`src/rtl/gpio_port_pkg.sv`:
```
package gpio_port_pkg;
  localparam int ADDR_W = 4;

  localparam logic [ADDR_W-1:0] ADR_DATA  = 4'd0;
  localparam logic [ADDR_W-1:0] ADR_SET   = 4'd1;
  localparam logic [ADDR_W-1:0] ADR_CLR   = 4'd2;
  localparam logic [ADDR_W-1:0] ADR_TGL   = 4'd3;
  localparam logic [ADDR_W-1:0] ADR_MODE  = 4'd4;
  localparam logic [ADDR_W-1:0] ADR_EDGE  = 4'd5;
  localparam logic [ADDR_W-1:0] ADR_MASK  = 4'd6;
  localparam logic [ADDR_W-1:0] ADR_STAT  = 4'd7;
  localparam logic [ADDR_W-1:0] ADR_FORCE = 4'd8;
  localparam logic [ADDR_W-1:0] ADR_MSTAT = 4'd9;
  localparam logic [ADDR_W-1:0] ADR_LEVEL = 4'd10;

  // Low three bits of a drive mode; bit 3 (input buffer) is kept separately.
  typedef enum logic [2:0] {
    DRV_ANALOG = 3'd0,
    DRV_BAD    = 3'd1,
    DRV_PULLUP = 3'd2,
    DRV_PULLDN = 3'd3,
    DRV_ODLOW  = 3'd4,
    DRV_ODHIGH = 3'd5,
    DRV_STRONG = 3'd6,
    DRV_PUPD   = 3'd7
  } drv_kind_e;

  // Edge selector: bit 0 enables rising, bit 1 enables falling.
  function automatic logic edge_hit(input logic [1:0] cfg, input logic r, input logic f);
    return (cfg[0] & r) | (cfg[1] & f);
  endfunction
endpackage

```
`src/rtl/gpio_pad_decode.sv`:
```
module gpio_pad_decode
  import gpio_port_pkg::*;
(
  input  logic [2:0] kind,
  input  logic       dat,
  output logic       oe,
  output logic       pu,
  output logic       pd
);
  always_comb begin
    oe = 1'b0;
    pu = 1'b0;
    pd = 1'b0;
    case (drv_kind_e'(kind))
      DRV_PULLUP: begin pu = dat;  oe = ~dat; end
      DRV_PULLDN: begin pd = ~dat; oe = dat;  end
      DRV_ODLOW:  oe = ~dat;
      DRV_ODHIGH: oe = dat;
      DRV_STRONG: oe = 1'b1;
      DRV_PUPD:   begin pu = dat; pd = ~dat; end
      default:    ;
    endcase
  end
endmodule

```
`src/rtl/gpio_sync_edge.sv`:
```
module gpio_sync_edge #(
  parameter int W = 8
) (
  input  logic         clk,
  input  logic         rst_n,
  input  logic [W-1:0] din,
  output logic [W-1:0] lvl,
  output logic [W-1:0] rise,
  output logic [W-1:0] fall
);
  logic [W-1:0] meta_q, sync_q, prev_q;

  always_ff @(posedge clk) begin
    if (!rst_n) begin
      meta_q <= '0;
      sync_q <= '0;
      prev_q <= '0;
    end else begin
      meta_q <= din;
      sync_q <= meta_q;
      prev_q <= sync_q;
    end
  end

  assign lvl  = sync_q;
  assign rise = sync_q & ~prev_q;
  assign fall = ~sync_q & prev_q;
endmodule

```
`src/rtl/gpio_glitch_filter.sv`:
```
module gpio_glitch_filter (
  input  logic clk,
  input  logic rst_n,
  input  logic din,
  output logic rise,
  output logic fall
);
  logic smp_q, lvl_q, steady;

  assign steady = (din == smp_q);

  always_ff @(posedge clk) begin
    if (!rst_n) begin
      smp_q <= 1'b0;
      lvl_q <= 1'b0;
    end else begin
      smp_q <= din;
      if (steady) lvl_q <= din;
    end
  end

  assign rise = steady & din & ~lvl_q;
  assign fall = steady & ~din & lvl_q;
endmodule

```
`src/rtl/gpio_edge_port.sv`:
```
module gpio_edge_port
  import gpio_port_pkg::*;
#(
  parameter int NPIN = 8,
  parameter int DW   = 32
) (
  input  logic              clk,
  input  logic              rst_n,
  input  logic              wr_en,
  input  logic [ADDR_W-1:0] wr_addr,
  input  logic [DW-1:0]     wr_data,
  input  logic [ADDR_W-1:0] rd_addr,
  output logic [DW-1:0]     rd_data,
  input  logic [NPIN-1:0]   pin_in,
  output logic [NPIN-1:0]   pad_out,
  output logic [NPIN-1:0]   pad_oe,
  output logic [NPIN-1:0]   pad_pu,
  output logic [NPIN-1:0]   pad_pd,
  output logic [NPIN-1:0]   pad_ie,
  output logic              irq
);
  localparam int SELW  = $clog2(NPIN);
  localparam int NSRC  = NPIN + 1;
  localparam int MODEW = 4;
  localparam int FE_LO = 2 * NPIN;
  localparam int FS_LO = FE_LO + 2;

  logic [NPIN-1:0]             dat_q;
  logic [NPIN-1:0][MODEW-1:0]  mode_q;
  logic [2*NPIN-1:0]           edge_q;
  logic [1:0]                  fedge_q;
  logic [SELW-1:0]             fsel_q;
  logic [NSRC-1:0]             mask_q, stat_q, hits, clr_v, frc_v;
  logic [NPIN-1:0]             lvl, rise, fall;
  logic                        frise, ffall;

  function automatic logic hit(input logic [ADDR_W-1:0] a);
    return wr_en && (wr_addr == a);
  endfunction

  // Output data and its bitwise modifiers
  always_ff @(posedge clk) begin
    if (!rst_n) dat_q <= '0;
    else if (wr_en) begin
      case (wr_addr)
        ADR_DATA: dat_q <= wr_data[NPIN-1:0];
        ADR_SET:  dat_q <= dat_q | wr_data[NPIN-1:0];
        ADR_CLR:  dat_q <= dat_q & ~wr_data[NPIN-1:0];
        ADR_TGL:  dat_q <= dat_q ^ wr_data[NPIN-1:0];
        default:  ;
      endcase
    end
  end
  assign pad_out = dat_q;

  // Per-pin drive mode storage and pad decode
  for (genvar p = 0; p < NPIN; p++) begin : g_pin
    logic [MODEW-1:0] fld;
    assign fld = wr_data[MODEW*p +: MODEW];

    always_ff @(posedge clk) begin
      if (!rst_n) mode_q[p] <= '0;
      else if (hit(ADR_MODE) && (fld[2:0] != DRV_BAD)) mode_q[p] <= fld;
    end

    gpio_pad_decode u_dec (
      .kind (mode_q[p][2:0]),
      .dat  (dat_q[p]),
      .oe   (pad_oe[p]),
      .pu   (pad_pu[p]),
      .pd   (pad_pd[p])
    );
    assign pad_ie[p] = mode_q[p][MODEW-1];
    assign hits[p]   = edge_hit(edge_q[2*p +: 2], rise[p], fall[p]);
  end

  // Interrupt configuration
  always_ff @(posedge clk) begin
    if (!rst_n) begin
      edge_q  <= '0;
      fedge_q <= '0;
      fsel_q  <= '0;
      mask_q  <= '0;
    end else begin
      if (hit(ADR_EDGE)) begin
        edge_q  <= wr_data[FE_LO-1:0];
        fedge_q <= wr_data[FE_LO +: 2];
        fsel_q  <= wr_data[FS_LO +: SELW];
      end
      if (hit(ADR_MASK)) mask_q <= wr_data[NSRC-1:0];
    end
  end

  gpio_sync_edge #(.W(NPIN)) u_sync (
    .clk  (clk),
    .rst_n(rst_n),
    .din  (pin_in),
    .lvl  (lvl),
    .rise (rise),
    .fall (fall)
  );

  gpio_glitch_filter u_flt (
    .clk  (clk),
    .rst_n(rst_n),
    .din  (lvl[fsel_q]),
    .rise (frise),
    .fall (ffall)
  );
  assign hits[NPIN] = edge_hit(fedge_q, frise, ffall);

  // Status: clear first, then force and new edges win
  assign clr_v = hit(ADR_STAT)  ? wr_data[NSRC-1:0] : '0;
  assign frc_v = hit(ADR_FORCE) ? wr_data[NSRC-1:0] : '0;

  always_ff @(posedge clk) begin
    if (!rst_n) stat_q <= '0;
    else        stat_q <= (stat_q & ~clr_v) | frc_v | hits;
  end

  assign irq = |(stat_q & mask_q);

  // Read mux
  always_comb begin
    rd_data = '0;
    case (rd_addr)
      ADR_DATA:  rd_data[NPIN-1:0] = dat_q;
      ADR_MODE:  rd_data[MODEW*NPIN-1:0] = mode_q;
      ADR_EDGE: begin
        rd_data[FE_LO-1:0]     = edge_q;
        rd_data[FE_LO +: 2]    = fedge_q;
        rd_data[FS_LO +: SELW] = fsel_q;
      end
      ADR_MASK:  rd_data[NSRC-1:0] = mask_q;
      ADR_STAT:  rd_data[NSRC-1:0] = stat_q;
      ADR_MSTAT: rd_data[NSRC-1:0] = stat_q & mask_q;
      ADR_LEVEL: rd_data[NPIN-1:0] = lvl;
      default:   ;
    endcase
  end
endmodule

```
`config.mk`:
```
export PLATFORM = sky130hd
export DESIGN_NAME = gpio_edge_port
export DESIGN_NICKNAME = d
export VERILOG_FILES = /design/src/rtl/gpio_port_pkg.sv /design/src/rtl/gpio_pad_decode.sv /design/src/rtl/gpio_sync_edge.sv /design/src/rtl/gpio_glitch_filter.sv /design/src/rtl/gpio_edge_port.sv
export SDC_FILE = /design/constraint.sdc
export NUM_CORES = 1
export LEC_CHECK = 0
export BUFFER_PORTS_ARGS = -buffer_cell sky130_fd_sc_hd__buf_2
export CAP_MARGIN = 40
export CELL_PAD_IN_SITES_DETAIL_PLACEMENT = 0
export CELL_PAD_IN_SITES_GLOBAL_PLACEMENT = 2
export CORE_MARGIN = 10
export CORE_UTILIZATION = 35
export CTS_CLUSTER_DIAMETER = 50
export DETAILED_ROUTE_END_ITERATION = 12
export GPL_TIMING_DRIVEN = 0
export PLACE_DENSITY = 0.84
export SLEW_MARGIN = 30
export SYNTH_ARGS = -nofsm -noshare
export SYNTH_HDL_FRONTEND = slang
export SYNTH_SLANG_ARGS = --single-unit
```
`constraint.sdc`:
```
create_clock -name clk -period 5.6 [get_ports clk]
set_clock_uncertainty 0.1 [all_clocks]
set_input_delay 0.28 -clock clk [delete_from_list [all_inputs] [get_ports clk]]
set_output_delay 0.28 -clock clk [all_outputs]
set_load 0.02 [all_outputs]
```
Yosys cells after proc, flatten, opt, wreduce, memory -nomap -nowiden
Cells that the tools add are included.
{"block": "op_classes", "eq_ne": 71, "mux": 33, "magnitude_cmp": 1, "n_reduce_logical": 50, "n_bitwise": 54}
{"op": "$eq A3 B3 Y1 const B", "n": 32}
{"op": "$reduce_or A2 Y1", "n": 32}
{"op": "$pmux W8 S7", "n": 1}
{"op": "$eq A3 B2 Y1 const B", "n": 16}
{"op": "$eq A4 B3 Y1 const B", "n": 8}
{"op": "$pmux W8 S4", "n": 1}
{"op": "$and A8 B8 Y8", "n": 3}
{"op": "$ne A3 B1 Y1 const B", "n": 8}
{"op": "$not A8 Y8", "n": 3}
{"op": "$pmux W1 S3", "n": 8}
{"op": "$pmux W12 S2", "n": 1}
{"op": "$and A1 B1 Y1", "n": 22}
{"op": "$and A9 B9 Y9", "n": 2}
{"op": "$mux W9", "n": 2}
{"op": "$or A9 B9 Y9", "n": 2}
{"op": "$mux W1", "n": 17}
{"op": "$logic_and A1 B1 Y1", "n": 13}
{"op": "$eq A4 B4 Y1 const B", "n": 3}
{"op": "$mux W11", "n": 1}
{"op": "$not A1 Y1", "n": 10}
{"op": "$not A9 Y9", "n": 1}
{"op": "$or A1 B1 Y1", "n": 9}
{"op": "$reduce_or A9 Y1", "n": 1}
{"op": "$eq A4 B2 Y1 const B", "n": 2}
{"op": "other kinds (10)", "n": 11}
{"block": "word_totals", "inputBits": 51, "out_inout_bits": 73, "word_cells": 228, "ff_bits": 105}

Longest topological paths before layout
{"block": "logic_depth", "word_depth": 8, "depth_mapped": 9, "depth_no_buf": 8}

By module
Synthesis repeated with hierarchy kept, for this count alone.
{"block": "hier_totals", "cells_unflattened": 688, "area_unflattened_um2": 5964.5}
{"module": "gpio_edge_port", "n_inst": 1, "cells_each": 547, "area_each_um2": 4712.0, "seq_area_each_um2": 1581.5}
{"module": "gpio_sync_edge", "n_inst": 1, "cells_each": 66, "area_each_um2": 764.5, "seq_area_each_um2": 480.5}
{"module": "gpio_pad_decode", "n_inst": 8, "cells_each": 8, "area_each_um2": 47.5, "seq_area_each_um2": 0.0}
{"module": "gpio_glitch_filter", "n_inst": 1, "cells_each": 11, "area_each_um2": 107.6, "seq_area_each_um2": 40.0}

Worst setup path after synthesis
OpenSTA, ideal clock, no wires.
{"block": "synth_path", "path_kind": "input port to output port", "from": "in rd_addr[1]", "to": "out rd_data[10]", "path_buffers": 2, "cell_stages": 4, "t_required_ns": 5.220, "arrival_ns": 1.374, "slack_ns": 3.846, "path_cell_list": "buf_2 > or3b_4 > clkbuf_1 > nor2_1"}
{"block": "synth_between", "elab_chain_cells": 2, "elab_cells_between_ends": 3, "classes_between": "eq/ne: 2; mux: 1"}
{"element": "start, declared", "line": "gpio_edge_port.sv:12", "source": "input logic [ADDR_W-1:0] rd_addr,"}
{"element": "$eq A4 B3 Y1", "line": "gpio_edge_port.sv:126", "source": "case (rd_addr)"}
{"element": "$pmux W12 S2 (*)", "line": "gpio_edge_port.sv:126"}
{"element": "end, declared", "line": "gpio_edge_port.sv:13", "source": "output logic [DW-1:0] rd_data,"}
Every way passes the cells marked *; elsewhere a longest branch is shown, timed or not.

Worst setup path in the final report
{"block": "layout_path", "from": "reg dat_q[5], in the netlist pad_out[5]", "to": "out rd_data[5]"}
{"block": "layout_between", "elab_chain_cells": 1}
{"element": "start, declared", "line": "gpio_edge_port.sv:28", "source": "logic [NPIN-1:0] dat_q;"}
{"element": "start signal, assigned", "line": "gpio_edge_port.sv:46", "source": "ADR_DATA: dat_q <= wr_data[NPIN-1:0];"}
{"element": "start signal, assigned", "line": "gpio_edge_port.sv:47", "source": "ADR_SET: dat_q <= dat_q | wr_data[NPIN-1:0];"}
{"element": "start signal, assigned", "line": "gpio_edge_port.sv:48", "source": "ADR_CLR: dat_q <= dat_q & ~wr_data[NPIN-1:0];"}
{"element": "$pmux W8 S7", "line": "gpio_edge_port.sv:126"}
Every way passes these cells.

==> summary.txt <==
Outcome
  – Outcome: complete, no violations

STA
  – Pin slew with the least headroom to its limit: approximately 0.84 ns
  – Portion of the clock cycle consumed by the worst path in the final layout: 40.5%
  – Worst-case hold slack: 0.00681 ns
  – Hold Violations, Final: 0
  – Slew headroom: 44.0%
  – Final critical-path required period: ~2.3 ns
  – RSZ-0062 raised after global routing: no
  – Final number of setup-violating endpoints: 0
  – Setup TNS: 0 ns
  – Maximum achievable frequency: 441 MHz
  – Number of pins exceeding their max-slew limit in the final report: 0

Global routing
  – Global-route wire length before repair: between 30,000 and 40,000 um
  – Total global-route track usage: 18.7%
  – Number of global-route vias before repair: around 5,500
  – Initial antenna violation count: 0
  – Total gr overflow: 0
  – Pin count of the biggest net entering global routing: 21

Synth
  – Mapped Avg Cell Area: 8.39 um^2
  – Syn_nets: 762
  – Share of synthesized area occupied by flip-flops and latches: 36.1%
  – Largest area contributor in the synthesized netlist: sky130_fd_sc_hd__dfxtp_1
  – Most instantiated cells after synthesis: 105 x sky130_fd_sc_hd__dfxtp_1, 84 x sky130_fd_sc_hd__nand2_1, 64 x sky130_fd_sc_hd__a21oi_1
  – Yosys warning count: 0
  – Synth unique cells: 54
  – Proportion of register bits with asynchronous set or reset after synthesis: 0%
  – Cell area after technology mapping: about 0.0058 mm^2
  – Total of flip-flops plus latches after synthesis: between 100 and 150
  – Biggest area contributors in the synthesized netlist: sky130_fd_sc_hd__dfxtp_1 36%, sky130_fd_sc_hd__mux2i_1 6.0%, sky130_fd_sc_hd__a21oi_1 5.5%, sky130_fd_sc_hd__nand2_1 5.4%, sky130_fd_sc_hd__buf_4 4.6%
  – Yosys top cell area share: 36.1%
  – Most frequently used cell type in the post-synthesis netlist: sky130_fd_sc_hd__dfxtp_1
  – Number of enable flip-flop cells after synthesis: 0
  – Post-synthesis instance total: 693
  – Most instantiated flip-flop cell in the synthesis netlist: sky130_fd_sc_hd__dfxtp_1

Detailed routing
  – Vias per cell: roughly 5.3
  – Detailed-route wire length per cell: 20.2 um
  – DRC violation count after routing: 0
  – Final Routed Wirelength: 21,200 um
  – Total via count after detailed routing: 5,547
  – Antenna violation net count after detailed routing: 0
  – Violation count after the first detailed-routing iteration: around 340
  – DRT Pass-1 Iters: 5

Final layout
  – Multi-input gate area: 0.00317 mm^2
  – Post-layout net count: 894
  – Area growth from synthesis to final layout: 20.5%
  – Final non-filler cell total: 1,050
  – Fraction of layout instances using a drive strength above 1: 26.4%
  – Area taken by flip-flops and latches: 0.00210 mm^2
  – Diodes inserted: 0
  – Fillers: 1,700

Power and ir drop
  – Cell area power density: 233 mW/mm^2
  – Leakage power of the design: slightly above 3 nW
  – Total power consumption of the routed design: roughly 1.6 mW
  – Peak supply drop: 0.000150 V

Die
  – I/O pin count: 124
  – Starting density of the core: 35.5%
  – Die height: 149 um
  – Core outline area: 0.0164 mm^2
  – Width of the die: 149 um
  – Cell Rows: 47
  – Overall die area: ~0.022 mm^2

Placement
  – Routability Congestion: 0.955
  – Number of cells after detailed placement: approximately 1,000
  – Half-perimeter wire length after detailed placement: 16,400 um
  – Port-buffer cells: 121

CTS
  – CTS tree: done
  – Latest clock arrival within the worst-skew pair: 0.37 ns
  – Number of buffers created by CTS: 9
  – H-tree Lvls: 3
  – Sinks on Clock Net: 105
  – Largest buffer count on any clock path: 2
  – CTS clock-pin slew for the worst setup and hold paths: roughly 0.080 ns
  – Post-cts hold buffer count: 0
  – Clock tree root buffer cell: sky130_fd_sc_hd__clkbuf_16
  – Post-CTS resize count: 0
  – Setup fix buffers added after clock tree synthesis: 0

Critical path
  – Crit path largest cell delay: 0.39 ns
  – Arrival @ worst endpoint: 1.89 ns
  – Largest fanout on the critical path: 5
  – Cell chain of the critical path: inv_1 -> o31a_1 -> or3_1 -> o2111ai_1 -> buf_2
  – WS Path Type: reg -> out
  – Max stage delay cell, worst path: sky130_fd_sc_hd__dfxtp_1
  – Kind of cell with the highest combined delay on the critical path: compound AO/OA/AOI/OAI gates
  – Crit end category: primary output
  – Worst path bufs/invs: 2
  – Required arrival time at the worst endpoint: 5.22 ns
  – Startpoint type of the worst setup path: register

Min path
  – Class of the most critical hold timing path: in -> reg

Job
  – # Max-Cap Violations: 0
==> cell families after synthesis <==
kind of cell | Yosys count | share of synthesized area, %
adder cells (fa/ha/maj) | 18 | 3.87
flip-flops | 105 | 36.1
buffers and inverters | 99 | 9.31
multiplexers | 40 | 8.02
AND/OR/NAND/NOR | 261 | 23.3
AO/OA/AOI/OAI | 158 | 17.5
XOR/XNOR | 12 | 1.81
==> final cells by class <==
class                   instances  share of cell area, %
plain buffers                  69                   6.13
clock buffers                  10                   3.41
clock inverters                 6                   1.00
inverters                      30                   1.61
multi-input cells             489                   45.3
flip-flops and latches        105                   30.0
well taps                     220                   3.93
repair buffers                121                   8.64
==> stage by stage <==
stage          util [%]  worst slack, ns  instance area [um^2]
2_1_floorplan         -             3.85                  5820
3_3_place_gp       40.8             3.31                  6700
3_5_place_dp       40.8             3.31                  6700
4_1_cts            42.7             3.30                  7010
5_1_grt            42.7             3.25                  7010
6_report           42.7             3.33                  7010
==> worst register-to-register path: stages (launching register included) <==
cell                      delay, ns
sky130_fd_sc_hd__dfxtp_1       0.51
sky130_fd_sc_hd__mux2i_1       0.13
sky130_fd_sc_hd__mux4_2        0.53
sky130_fd_sc_hd__ha_1          0.20
sky130_fd_sc_hd__nand3_1       0.07
sky130_fd_sc_hd__o21ai_0       0.08
sky130_fd_sc_hd__a21oi_1       0.12
sky130_fd_sc_hd__a21oi_1       0.07
==> report_power, final <==
part | internal (mW) | leakage, nW | switching [mW]
Sequential | 0.763 | 0.852 | 0.0203
Combinational | 0.0690 | 2.02 | 0.109
Clock | 0.330 | 0.151 | 0.342
Total | 1.16 | 3.02 | 0.471
==> final timing paths <==
check / depth (start not counted) / start / slack, ns / endpoint
setup reg to reg: 7 / u_sync.lvl[1] / 3.64 / stat_q[8]
hold / removal: 2 / pin_in[7] / 0.007 / u_sync.meta_q[7]
setup / recovery: 5 / pad_out[5] / 3.33 / rd_data[5]
hold reg to reg: 1 / u_sync.meta_q[5] / 0.34 / u_sync.lvl[5]
==> state kept, by name, summed over array words and instances (netlist names) <==
register	flops
mode_q	24
u_flt.smp_q	1
pad_ie	8
fsel_q	3
u_sync.meta_q	8
u_sync.lvl	8
pad_out	8
fedge_q	2
edge_q	16
mask_q	9
stat_q	9
u_flt.lvl_q	1
u_sync.prev_q	8
==> cell usage in the layout (no fill, tap or decap), types with 23 or more instances in the layout <==
cell | synthesis | routed
sky130_fd_sc_hd__dfxtp_1 | 105 | 105
sky130_fd_sc_hd__mux2i_1 | 35 | 35
sky130_fd_sc_hd__buf_4 | 36 | 36
sky130_fd_sc_hd__and3_1 | 23 | 23
sky130_fd_sc_hd__a22oi_1 | 30 | 30
sky130_fd_sc_hd__and2_1 | 38 | 38
sky130_fd_sc_hd__buf_2 | 16 | 137
sky130_fd_sc_hd__a21oi_1 | 64 | 64
sky130_fd_sc_hd__inv_1 | 29 | 29
sky130_fd_sc_hd__nand2_1 | 84 | 84
sky130_fd_sc_hd__nor2_1 | 62 | 62
==> metal layers <==
metal  wire [um]  up-vias  global-route usage, %
met3        1520       35                   4.70
met4         428        0                   6.04
met1        9170     2664                   22.9
met5           0        -                      0
met2       10100      185                   31.5
li1            -     2663                      -
Power figures use the tool's default switching activity.
